===== config.mk =====
export PLATFORM = sky130hd
export DESIGN_NAME = remote_write_seq
export DESIGN_NICKNAME = d
export VERILOG_FILES = /design/src/rtl/remote_write_seq.sv
export SDC_FILE = /design/constraint.sdc
export NUM_CORES = 1
export LEC_CHECK = 0
export BUFFER_PORTS_ARGS = -buffer_cell sky130_fd_sc_hd__buf_2
export CORE_MARGIN = 4
export CORE_UTILIZATION = 42
export DETAILED_ROUTE_END_ITERATION = 7
export GPL_TIMING_DRIVEN = 0
export MAX_ROUTING_LAYER = met4
export PLACE_DENSITY = 0.68
export SLEW_MARGIN = 20
export SYNTH_ARGS = -nofsm -noshare
export SYNTH_HDL_FRONTEND = slang
export SYNTH_SLANG_ARGS = --single-unit

===== constraint.sdc =====
create_clock -name clk -period 1.2 [get_ports clk]
set_input_delay 0.12 -clock clk [delete_from_list [all_inputs] [get_ports clk]]
set_output_delay 0.12 -clock clk [all_outputs]
set_load 0.02 [all_outputs]

===== src/rtl/remote_write_seq.sv =====
module remote_write_seq #(
  parameter int WS_W = 3
) (
  input  logic            clk,
  input  logic            rst,
  input  logic            rem_wr_req,
  input  logic            mem_sel,
  input  logic            wait_n,
  input  logic [WS_W-1:0] dmem_ws,
  input  logic [WS_W-1:0] imem_ws,
  input  logic            lcl_breq,
  output logic            remote_own,
  output logic            wr_strobe_n,
  output logic            ack_n,
  output logic            lcl_bgnt
);
  typedef enum logic [2:0] {
    S_IDLE, S_TAKE, S_SETTLE, S_ACCESS, S_TERM, S_DONE
  } state_t;

  state_t          state, nxt;
  logic            sel_q;
  logic [WS_W-1:0] ws_cnt;
  logic            at_last;

  assign at_last = (state == S_ACCESS) && (ws_cnt == '0);

  always_comb begin
    nxt = state;
    unique case (state)
      S_IDLE:   if (rem_wr_req) nxt = S_TAKE;
      S_TAKE:   nxt = S_SETTLE;
      S_SETTLE: nxt = S_ACCESS;
      S_ACCESS: if (at_last && wait_n) nxt = S_TERM;
      S_TERM:   nxt = S_DONE;
      S_DONE:   if (!rem_wr_req) nxt = S_IDLE;
      default:  nxt = S_IDLE;
    endcase
  end

  always_ff @(posedge clk) begin
    if (rst) begin
      state  <= S_IDLE;
      sel_q  <= 1'b0;
      ws_cnt <= '0;
    end else begin
      state <= nxt;
      if (state == S_IDLE && rem_wr_req) sel_q <= mem_sel;
      if (state == S_SETTLE) ws_cnt <= sel_q ? imem_ws : dmem_ws;
      else if (state == S_ACCESS && ws_cnt != '0) ws_cnt <= ws_cnt - 1'b1;
    end
  end

  assign remote_own  = (state == S_TAKE) || (state == S_SETTLE) ||
                       (state == S_ACCESS) || (state == S_TERM);
  assign wr_strobe_n = (state != S_ACCESS);
  assign ack_n       = !((state == S_TAKE) || (state == S_SETTLE) || (state == S_ACCESS));
  assign lcl_bgnt    = lcl_breq && !remote_own;
endmodule



# Yosys cells after proc, flatten, opt, wreduce, memory -nomap -nowiden
# Cells that the tools add are included.
# word_totals
register_bits	7
in_bits	12
out_inout_bits	4
# classes
n_addsub	1
eq_ne	9
n_mux	7
reduce_logical	15
# ops
cell	count
$mux 3	6
$pmux 3 s6	1
$eq 3x2->1 const B	2
$eq 3x3->1 const B	2
$logic_not 3->1	2
$logic_and 1x1->1	5
$ne 2x2->1 const B	2
$eq 3x1->1 const B	1
$logic_or 1x1->1	3
$ne 3x2->1 const B	1
$reduce_and 3->1	1
$reduce_bool 3->1	1
$sub 3x1->3 const B	1
$logic_not 1->1	2
$ne 2x1->1 const B	1
$reduce_bool 2->1	1

# Logic depth before layout (Yosys ltp)
# logic_depth
word_depth	6
depth_mapped	5
ltp_nobuf	5

# Least setup slack after synthesis
# No wires, ideal clock.
# synth_path
kind	register -> output
start	register state[0]
end	output lcl_bgnt
t_arrival_ns	1.222
path_slack_ns	-0.142
path_stages_with_launch	5
path_buffers	1
path_cell_list	dfxtp_1 > buf_2 > nor2_1 > xnor2_1 > nor2b_1
# synth_via
elab_chain_len	6
# synth_lines
element	line	source
start: declaration	21	state_t state, nxt;
start signal: assignment	47	state <= nxt;
$eq 3x1->1 / $eq 3x2->1 (equally long branches)	54	assign remote_own = (state == S_TAKE) || (state == S_SETTLE) ||
$logic_or 1x1->1 (2 in a row)	54	
$logic_or 1x1->1 (*)	55	(state == S_ACCESS) || (state == S_TERM);
via remote_own	12	output logic remote_own,
$logic_not 1->1 (*)	58	assign lcl_bgnt = lcl_breq && !remote_own;
$logic_and 1x1->1 (*)	58	
end: declaration	15	output logic lcl_bgnt
# The timed path passes the listed nets; every way through them passes the cells marked *.

# Worst setup path in the final report
# layout_path
start	register state[0]
end	output lcl_bgnt
# layout_via
elab_chain_len	6
# layout_lines
element	line
$eq 3x1->1 / $eq 3x2->1 (equally long branches)	54
$logic_or 1x1->1 (2 in a row)	54
$logic_or 1x1->1 (*)	55
$logic_not 1->1 (*)	58
$logic_and 1x1->1 (*)	58
# Every way passes the cells marked *; elsewhere a longest branch is shown, timed or not.

==> results.json <==
{
  "vias_per_cell": 5.563,
  "setup.worst_path.class": "reg2out",
  "grt.overflow.total": 0,
  "synthesis.nets": 73,
  "power_per_cell_area_mw_per_mm2": 1460,
  "clk_pin_slew_worst_paths_ps": 60,
  "cts_tree": "yes",
  "fmax_ghz": 0.7532,
  "sequentialPowerShare": 0.236,
  "final_min_period_over_clock_period": 1.106,
  "async_flop_share": 0,
  "synthDominantCellAreaShare": 0.2563,
  "leakagePower_nw": 0.3782,
  "syn_avg_cell_area_um2": 9.267,
  "postCtsHoldBufs": 0,
  "fin_cells": 103,
  "slowest_delay_ps": 350,
  "synth_area_leaders": "dfxtp_1, nor2b_1, mux2i_1",
  "slowest_stage": "dfxtp_2",
  "path_max_fanout": 5,
  "path_cells": "buf_6 > nor2_4 > xnor2_2 > nor2b_1 > buf_4",
  "worst_pin_slew_ps": 560.9,
  "yosysWarnings": 0,
  "vias": 573,
  "setup_tns_ps": -484.8,
  "fin_skew_ps": 7.920,
  "p_sw_frac": 0.3851,
  "start_util": 0.4669,
  "p_switching_w": 0.0005114,
  "drive_above_1_share": 0.6742,
  "portBuffers": 14,
  "track_usage": 0.1803,
  "drc": 0,
  "rows": 12,
  "finish.utilization": 0.7767,
  "hold_violations": 0,
  "dieArea_mm2": 0.001943,
  "finalWirelength_um": 1704,
  "vdd_drop_max_uv": 769.6,
  "maxSlewViolCount": 0,
  "hpwl_um": 851.7,
  "wl_per_cell_um": 16.54,
  "status": "complete, but fails checks",
  "io_pins": 16,
  "grt_pass1_vias": 580,
  "htreeDepth": 1,
  "hold_path_class": "in2reg",
  "relSlewSlack": 0.6261,
  "clk-insertion-delay-late_ps": 260,
  "endpoint_kind": "output port",
  "ant_nets": 0,
  "layout_commonest_cell": "buf_4",
  "synth_enable_flop_cells": 0,
  "numCtsBuffers": 3,
  "ys.flop_type": "dfxtp_1",
  "setup_viol": 7,
  "syn_inst": 59,
  "die_h_um": 44.08,
  "comb_power_share": 0.589,
  "num-nets-final": 104,
  "synth-seq-cells": 7,
  "syn-cell-area_um2": 546.8,
  "power_frac_clock": 0.175,
  "cts_buffer_depth": 2,
  "placedCellCount": 87,
  "place_worst_setup_slack_ps": -117.1,
  "areaGrowthSynthToFinish_pct": 66.36,
  "cts.sinks": 7,
  "antenna_found_initial": 0,
  "violations": "setup timing",
  "die_w_um": 44.08,
  "fin_ws_ps": -127.6,
  "final_cell_mix": "buf_4, buf_2, buf_6, nand3b_1, dfxtp_2",
  "whs_ps": 100.1,
  "drt_first_pass_iters": 5,
  "rsz0062_at_grt": "true",
  "required_ps": 1080,
  "yosysTopAreaCell": "dfxtp_1",
  "min_period_ps": 1328,
  "worst_setup_path_start_kind": "register",
  "drv_cap": 0,
  "routabilityCongestion": 0.7637,
  "cp.arrival_ps": 1210,
  "grt_pass1_wl_um": 2518,
  "p_int_w": 0.0008165,
  "diodes": 0,
  "yosysSeqAreaShare": 0.2563,
  "fp.coreArea_mm2": 0.001171,
  "synth_cell_type_count": 31,
  "grt_max_degree": 11,
  "clock-root-buffer": "clkbuf_4",
  "drtIter0Drc": 11
}
==> what timing repair did <==
action | 4_1_cts | 5_1_grt
pin swaps | 10 | 8
endpoints found under the hold margin | 0 | 0
buffers inserted | 9 | 3
resized for setup | 20 | 22
endpoints found under the setup margin | 7 | 11
==> power groups by stage <==
stage               logic (W)  registers (W)  clock network [W]
floorplan            0.000357       0.000293                  0
global placement     0.000449       0.000300                  0
detailed placement   0.000452       0.000302                  0
CTS                  0.000629       0.000304           0.000232
global route         0.000840       0.000317           0.000250
finish               0.000782       0.000314           0.000232
==> critical path: cells and delay by family, from the launching register on <==
family / cells / cell delay (ps)
buffers and inverters: 2 / 290
XOR/XNOR: 1 / 130
flip-flops: 1 / 350
AND/OR/NAND/NOR: 2 / 170
==> synth_stat cells (2+ instances only) <==
cell and count:
mux2i_1 3, o21ai_0 3, nand3b_1 4, ha_1 2, nor2_1 3, dfxtp_1 7
a211oi_1 4, buf_6 2, inv_1 4, nor2b_1 5, nand2b_1 2
==> flip-flops by register name, indices dropped and copies added, names as in the netlist <==
register	cells
ws_cnt	3
sel_q	1
state	3
==> metal layers <==
metal	GRT usage	vias to the layer above	routed length (µm)
li1	-	275	-
met3	0.06098	4	83
met5	-	-	0
met1	0.1860	275	630
met4	0.03614	0	28
met2	0.3285	19	962
==> kinds of logic after synthesis <==
logic type,share of synthesized area
compound gates,0.2265
xor+xnor,0.01602
fa+ha+maj,0.04576
buf+inv,0.08464
flops,0.2563
mux,0.07552
simple gates,0.2952
==> worst paths after layout <==
check | to | slack (ps) | startpoint | depth (start not counted)
worst min-delay path | sel_q$_SDFFE_PP0P_ | 100 | mem_sel | 3
worst max register to register | ws_cnt[1]$_SDFFE_PP0P_ | -60 | state[0]$_SDFFE_PP0P_ | 4
worst max-delay path | lcl_bgnt | -130 | state[0]$_SDFFE_PP0P_ | 5
worst min register to register | sel_q$_SDFFE_PP0P_ | 600 | sel_q$_SDFFE_PP0P_ | 2
==> through the flow <==
step           instance area (µm²)  power (W)
2_1_floorplan                554.3  0.0006504
3_3_place_gp                 641.9  0.0007489
3_5_place_dp                 641.9  0.0007531
4_1_cts                      807.0   0.001166
5_1_grt                      909.6   0.001407
6_report                     909.6   0.001328
==> final cells by class <==
class	instances	area, µm²
Multi-Input combinational cell	44	474.2
Fill cell	74	261.5
Timing Repair Buffer	26	188.9
Sequential cell	7	145.1
Buffer	4	37.54
Clock buffer	4	26.28
Inverter	4	20.02
Tap cell	14	17.52
(Power assumes the default switching activity.)
